$ cat config.mk
export PLATFORM = sky130hd
export DESIGN_NAME = ws_systolic_mm
export DESIGN_NICKNAME = d
export VERILOG_FILES = /design/src/rtl/ws_mm_pkg.sv /design/src/rtl/ws_mm_delay.sv /design/src/rtl/ws_mm_cell.sv /design/src/rtl/ws_mm_ctrl.sv /design/src/rtl/ws_systolic_mm.sv
export SDC_FILE = /design/constraint.sdc
export NUM_CORES = 2
export LEC_CHECK = 0
export BUFFER_PORTS_ARGS = -buffer_cell sky130_fd_sc_hd__buf_2
export CORE_UTILIZATION = 24
export CTS_CLUSTER_SIZE = 25
export DETAILED_ROUTE_END_ITERATION = 7
export HOLD_SLACK_MARGIN = 0.12
export PLACE_DENSITY = 0.46
export SLEW_MARGIN = 20
export SYNTH_ARGS = -nofsm -noshare
export SYNTH_HDL_FRONTEND = slang
export SYNTH_SLANG_ARGS = --single-unit
$ cat constraint.sdc
create_clock -name clk -period 5.1 [get_ports clk]
set_input_delay 0 -clock clk [delete_from_list [all_inputs] [get_ports clk]]
set_output_delay 0 -clock clk [all_outputs]
set_load 0.03 [all_outputs]
$ cat src/rtl/ws_mm_pkg.sv
package ws_mm_pkg;
    typedef enum logic [1:0] {
        ST_IDLE    = 2'd0,
        ST_LOAD    = 2'd1,
        ST_COMPUTE = 2'd2,
        ST_DRAIN   = 2'd3
    } mm_state_e;
endpackage

$ cat src/rtl/ws_mm_delay.sv
// Fixed-depth register delay line; depth 0 is a plain wire.
module ws_mm_delay #(
    parameter int WIDTH = 8,
    parameter int DEPTH = 1
) (
    input  logic             clk,
    input  logic             rst_n,
    input  logic [WIDTH-1:0] din,
    output logic [WIDTH-1:0] dout
);
    generate
        if (DEPTH == 0) begin : g_wire
            assign dout = din;
        end else begin : g_regs
            logic [WIDTH-1:0] stage_q [DEPTH];
            always_ff @(posedge clk or negedge rst_n) begin
                if (!rst_n) begin
                    for (int k = 0; k < DEPTH; k++) stage_q[k] <= '0;
                end else begin
                    stage_q[0] <= din;
                    for (int k = 1; k < DEPTH; k++) stage_q[k] <= stage_q[k-1];
                end
            end
            assign dout = stage_q[DEPTH-1];
        end
    endgenerate
endmodule

$ cat src/rtl/ws_mm_cell.sv
// One processing element: a held weight, a forwarded activation and a partial sum.
module ws_mm_cell #(
    parameter int DW = 8,
    parameter int AW = 18
) (
    input  logic                 clk,
    input  logic                 rst_n,
    input  logic                 w_shift,
    input  logic [DW-1:0]        w_in,
    output logic [DW-1:0]        w_out,
    input  logic [DW-1:0]        a_in,
    output logic [DW-1:0]        a_out,
    input  logic signed [AW-1:0] p_in,
    output logic signed [AW-1:0] p_out
);
    localparam int PW = 2 * DW;

    logic [DW-1:0]        w_q;
    logic [DW-1:0]        a_q;
    logic signed [AW-1:0] p_q;
    logic signed [PW-1:0] prod;
    logic signed [AW-1:0] prod_ext;

    assign prod     = $signed(w_q) * $signed(a_in);
    assign prod_ext = {{(AW-PW){prod[PW-1]}}, prod};

    always_ff @(posedge clk or negedge rst_n) begin
        if (!rst_n) begin
            w_q <= '0;
            a_q <= '0;
            p_q <= '0;
        end else begin
            if (w_shift) w_q <= w_in;
            a_q <= a_in;
            p_q <= p_in + prod_ext;
        end
    end

    assign w_out = w_q;
    assign a_out = a_q;
    assign p_out = p_q;
endmodule

$ cat src/rtl/ws_mm_ctrl.sv
// Phase sequencer plus the valid tag pipeline that follows the data.
module ws_mm_ctrl
    import ws_mm_pkg::*;
#(
    parameter int N = 4
) (
    input  logic clk,
    input  logic rst_n,
    input  logic load_en,
    input  logic in_valid,
    output logic w_shift,
    output logic accept,
    output logic out_valid,
    output logic busy
);
    localparam int VL = 2 * N - 1;

    mm_state_e      state_q, state_d;
    logic [VL-1:0]  vpipe_q;
    logic           pipe_tail_empty;

    assign pipe_tail_empty = (vpipe_q[VL-2:0] == '0);

    always_ff @(posedge clk or negedge rst_n) begin
        if (!rst_n) state_q <= ST_IDLE;
        else        state_q <= state_d;
    end

    always_comb begin
        state_d = state_q;
        unique case (state_q)
            ST_IDLE: begin
                if (load_en)       state_d = ST_LOAD;
                else if (in_valid) state_d = ST_COMPUTE;
            end
            ST_LOAD: begin
                if (load_en)       state_d = ST_LOAD;
                else if (in_valid) state_d = ST_COMPUTE;
                else               state_d = ST_IDLE;
            end
            ST_COMPUTE: begin
                if (!in_valid)     state_d = ST_DRAIN;
            end
            ST_DRAIN: begin
                if (in_valid)             state_d = ST_COMPUTE;
                else if (pipe_tail_empty) state_d = ST_IDLE;
            end
            default: state_d = ST_IDLE;
        endcase
    end

    always_comb begin
        w_shift = 1'b0;
        busy    = 1'b0;
        unique case (state_q)
            ST_IDLE, ST_LOAD:     w_shift = load_en;
            ST_COMPUTE, ST_DRAIN: busy    = 1'b1;
            default: ;
        endcase
        accept = in_valid && !w_shift;
    end

    always_ff @(posedge clk or negedge rst_n) begin
        if (!rst_n) vpipe_q <= '0;
        else        vpipe_q <= {vpipe_q[VL-2:0], accept};
    end

    assign out_valid = vpipe_q[VL-1];
endmodule

$ cat src/rtl/ws_systolic_mm.sv
module ws_systolic_mm #(
    parameter int N  = 4,
    parameter int DW = 8,
    parameter int AW = 2 * DW + $clog2(N)
) (
    input  logic          clk,
    input  logic          rst_n,
    input  logic          load_en,
    input  logic [N*DW-1:0] load_w,
    input  logic          in_valid,
    input  logic [N*DW-1:0] act_in,
    output logic          out_valid,
    output logic [N*AW-1:0] y_out,
    output logic          busy
);
    logic w_shift;
    logic accept;

    logic [DW-1:0]        a_h [N][N+1];
    logic signed [AW-1:0] p_v [N+1][N];
    logic [DW-1:0]        w_v [N+1][N];
    logic [N*N*DW-1:0]    w_flat;

    ws_mm_ctrl #(.N(N)) u_ctrl (
        .clk       (clk),
        .rst_n     (rst_n),
        .load_en   (load_en),
        .in_valid  (in_valid),
        .w_shift   (w_shift),
        .accept    (accept),
        .out_valid (out_valid),
        .busy      (busy)
    );

    generate
        for (genvar i = 0; i < N; i++) begin : g_skew
            logic [DW-1:0] gated;
            assign gated = accept ? act_in[i*DW +: DW] : '0;
            ws_mm_delay #(.WIDTH(DW), .DEPTH(i)) u_skew (
                .clk  (clk),
                .rst_n(rst_n),
                .din  (gated),
                .dout (a_h[i][0])
            );
        end

        for (genvar j = 0; j < N; j++) begin : g_top
            assign p_v[0][j] = '0;
            assign w_v[0][j] = load_w[j*DW +: DW];
        end

        for (genvar i = 0; i < N; i++) begin : g_row
            for (genvar j = 0; j < N; j++) begin : g_col
                ws_mm_cell #(.DW(DW), .AW(AW)) u_cell (
                    .clk    (clk),
                    .rst_n  (rst_n),
                    .w_shift(w_shift),
                    .w_in   (w_v[i][j]),
                    .w_out  (w_v[i+1][j]),
                    .a_in   (a_h[i][j]),
                    .a_out  (a_h[i][j+1]),
                    .p_in   (p_v[i][j]),
                    .p_out  (p_v[i+1][j])
                );
                assign w_flat[(i*N+j)*DW +: DW] = w_v[i+1][j];
            end
        end

        for (genvar j = 0; j < N; j++) begin : g_deskew
            ws_mm_delay #(.WIDTH(AW), .DEPTH(N-1-j)) u_deskew (
                .clk  (clk),
                .rst_n(rst_n),
                .din  (p_v[N][j]),
                .dout (y_out[j*AW +: AW])
            );
        end
    endgenerate
endmodule

==> reports/summary.txt <==
Status = completed
Initial DRC count = 1,342
Worst Tran Pin Value = 0.9149 ns
CP arrival = 5.47 ns
Fill cells = 28,816
DRT Pass-1 Iters = 5
Synthesized Nets = 8,109
FF+latch count, synth = 665
Post-synth top area share = 35.05%
Maximum VDD drop = 0.0002639 V
Gate count after technology mapping = 6,269
R2r setup slk = 0.21 ns
Core area = 274,600 um2
Hold worst-path end = g_skew[1].u_skew.dout[0]
Sequential fraction of the synthesis area = 25.03%
CP max stage cell = fa_1
Seq. cell area = 16,660 um2
Wire per inst = 14.21 um
RR Endpoint = g_row[2].g_col[1].u_cell.p_out[17]
Max-cap violations = 0
Die X = 528.3 um
Seq pwr share = 27.5%
Vias in the first global route = 45,429
Setup_tns = 0 ns
Number of distinct library cells after synthesis = 64
Global-route wire length before repair = 247.3 mm
CTS max path bufs = 3
Area of the multi-input gates = 44,130 um2
Critical Path Start = g_row[2].g_col[0].u_cell.a_out[3]
Crit. End Element = flop
Number of synthesized flops with an enable pin = 0
Crit Path Max Fanout = 9
Synth Flop Type = dfrtp_1
Finish-stage setup viols = 0
H-tree Lvls = 3
CP Cell Sequence = and2_1, fa_1, inv_1, fa_1, inv_1, fa_1, fa_1, fa_1, ha_1, a21o_1, a21oi_1, a21oi_1, or3_1, a31oi_1, xnor2_1
Sw Pwr = 0.01210 W
Tmin final = 4.894 ns
Area leader, netlist = fa_1
Count leader, synth = inv_1
Synth cell count leaders = inv_1 (1,294), fa_1 (1,164), nand2_1 (763)
Area growth syn-to-layout = 15.12%
Pleak = 39.23 nW
Clock sinks = 665
Critical path buffers and inverters = 2
Antenna violations before repair = 16
Floorplan die height = 528.3 um
Mapped Area = 66,490 um2
Detailed Route WL = 147.0 mm
CP dominant cell by count = fa_1
Hold_sp = act_in[8]
PD cells = 380.9 nW/um2
Worst hold path depth = 3
GPL Wtd Cong = 0.8083
Layout Utilization = 27.88%
# IOs = 142
Starting Density = 24.21%
Buffers on Ports = 141
Clk slew on worst S/H paths = 0.06 ns
Avg Vias per Cell = 3.894
CTS Buf Count = 87
DRT antenna net count = 0
Gr ovfl total = 0
Largest cells by area after synthesis = fa_1 (35%), dfrtp_1 (25%), ha_1 (11%), inv_1 (7.3%), and2_1 (5.4%)
Vias = 40,290
Setup crit start kind = flop
Residual DRC = 0
Max Slew Vio Count = 0
Worst slew margin = 39.00%
CTS root buffer = clkbuf_16
Final hold violations = 0
Peak per-stage delay on the critical path = 0.53 ns
Die Area = 279,100 um2
Post-DP HPWL = 121.8 mm
Share of post-route cells with drive strength above 1 = 7.039%
Setup Skew = 0.05358 ns
Synthesized area per cell = 10.61 um2
Worst Hold Class = primary input to flop
Clock Power Share = 21.4%
Setup CP Type = flop to flop
Worst hold slack = 0.1860 ns
Internal = 0.01705 W
Data required time of the worst path = 5.67 ns
Critical R2R Launch = g_row[2].g_col[0].u_cell.a_out[3]
Largest net degree at the start of global routing = 159
Tcrit/Tclk final = 95.96%
Total GRT Usage = 10.96%
Gate power share = 51.1%
Cells on worst reg2reg path = 15
Switching share of power = 41.51%
Max frequency = 0.2043 GHz
Clock latency on the worst-skew pair = 0.73 ns
RSZ-0062 raised after global routing = false
Nets@finish = 8,423
CP delay by family, top = adder cells
CTS tree = yes
Rows = 192
Async SR Flop Fraction = 100.0%
Synth warn = 0
[cells in the final DEF (no fill, tap or decap), drive strengths merged, types with 18 or more instances in the layout]
| cell type | instances |
|---|---|
| and2 | 572 |
| inv | 1303 |
| ha | 608 |
| xor2 | 64 |
| o21bai | 19 |
| buf | 275 |
| nor2b | 59 |
| and3 | 33 |
| o21ai | 85 |
| nor2 | 114 |
| a21oi | 122 |
| fa | 1164 |
| nand2 | 763 |
| nand2b | 45 |
| xnor2 | 216 |
| clkinv | 24 |
| a31oi | 18 |
| clkbuf | 106 |
| dlygate4sd3 | 150 |
| a21o | 42 |
| a211oi | 31 |
| dfrtp | 665 |
[cells by family after synthesis]
| logic type | Yosys count | share of synthesized area (%) |
|---|---|---|
| xor+xnor | 280 | 3.688 |
| flops | 665 | 25.03 |
| mux | 6 | 0.1016 |
| buf+inv | 1496 | 8.685 |
| compound gates | 402 | 3.831 |
| fa+ha+maj | 1772 | 46.49 |
| simple gates | 1648 | 12.18 |
[registers in the layout, summed over array words and instances (netlist names)]
register,flops
g_deskew.u_deskew.g_regs.stage_q,54
u_ctrl.state_q,2
g_deskew.u_deskew.dout,54
g_row.g_col.u_cell.a_out,96
g_skew.u_skew.dout,24
g_skew.u_skew.g_regs.stage_q,24
g_row.g_col.u_cell.p_out,276
u_ctrl.vpipe_q,7
g_row.g_col.u_cell.w_out,128
[through the flow]
stage,setup slack (ns),area [um2],cells,power (W)
finish,0.2059,76540,10346,0.02916
global placement,0.1252,71980,10027,0.02297
detailed placement,0.06422,72010,10028,0.02313
floorplan,0.01316,66490,6269,0.01916
global route,0.003626,76540,10344,0.03229
CTS,0.003327,76440,10334,0.02982
[layer usage]
layer,vias to the layer above,routed length (um),global-route usage (%)
li1,19383,-,-
met1,20378,76620,16.18
met2,366,63850,16.93
met3,149,3971,1.523
met4,14,2460,2.205
met5,-,118,0
[repair_timing]
| item | in CTS | in global routing |
|---|---|---|
| setup endpoints to repair | 0 | 22 |
| hold endpoints to repair | 766 | 0 |
| hold buffers | 151 | 0 |
| gates resized for setup | 0 | 35 |
| setup buffers | 0 | 1 |
[power by group through the flow]
stage / Combinational [W] / Clock, W / Sequential [W]
finish: 0.0149 / 0.00623 / 0.00802
floorplan: 0.0114 / 0 / 0.00779
global placement: 0.0148 / 0 / 0.00816
CTS: 0.0152 / 0.00652 / 0.00807
detailed placement: 0.0150 / 0 / 0.00817
global route: 0.0173 / 0.00672 / 0.00823
[layout make-up]
class	count	area share, %
Inverter	1296	6.360
Clock buffer	106	3.044
Timing Repair Buffer	425	4.361
Multi-Input combinational cell	4108	57.66
Antenna cell	11	0.03596
Tap cell	3686	6.025
Sequential cell	665	21.77
Clock inverter	49	0.7470
[worst max-delay path by stage]
stage | end | slack [ns] | cells past startpoint
6_report | g_row[2].g_col[1].u_cell.p_out[17] | 0.21 | 15
5_1_grt | g_row[1].g_col[2].u_cell.p_out[16] | 0.004 | 15
4_1_cts | g_row[1].g_col[0].u_cell.p_out[16] | 0.003 | 15
3_5_place_dp | g_row[1].g_col[2].u_cell.p_out[16] | 0.06 | 14
3_3_place_gp | g_row[1].g_col[2].u_cell.p_out[16] | 0.13 | 14
2_1_floorplan | g_row[2].g_col[1].u_cell.p_out[17] | 0.01 | 16
[worst reg2reg max path, cell delays in order (launching register included)]
cell and delay (ns):
dfrtp_1 0.50, and2_1 0.21, fa_1 0.50, inv_1 0.06
fa_1 0.53, inv_1 0.05, fa_1 0.45, fa_1 0.51
fa_1 0.42, ha_1 0.34, a21o_1 0.18, a21oi_1 0.20
a21oi_1 0.13, or3_1 0.39, a31oi_1 0.20, xnor2_1 0.09
No activity file was read; power rests on OpenSTA's default activity.
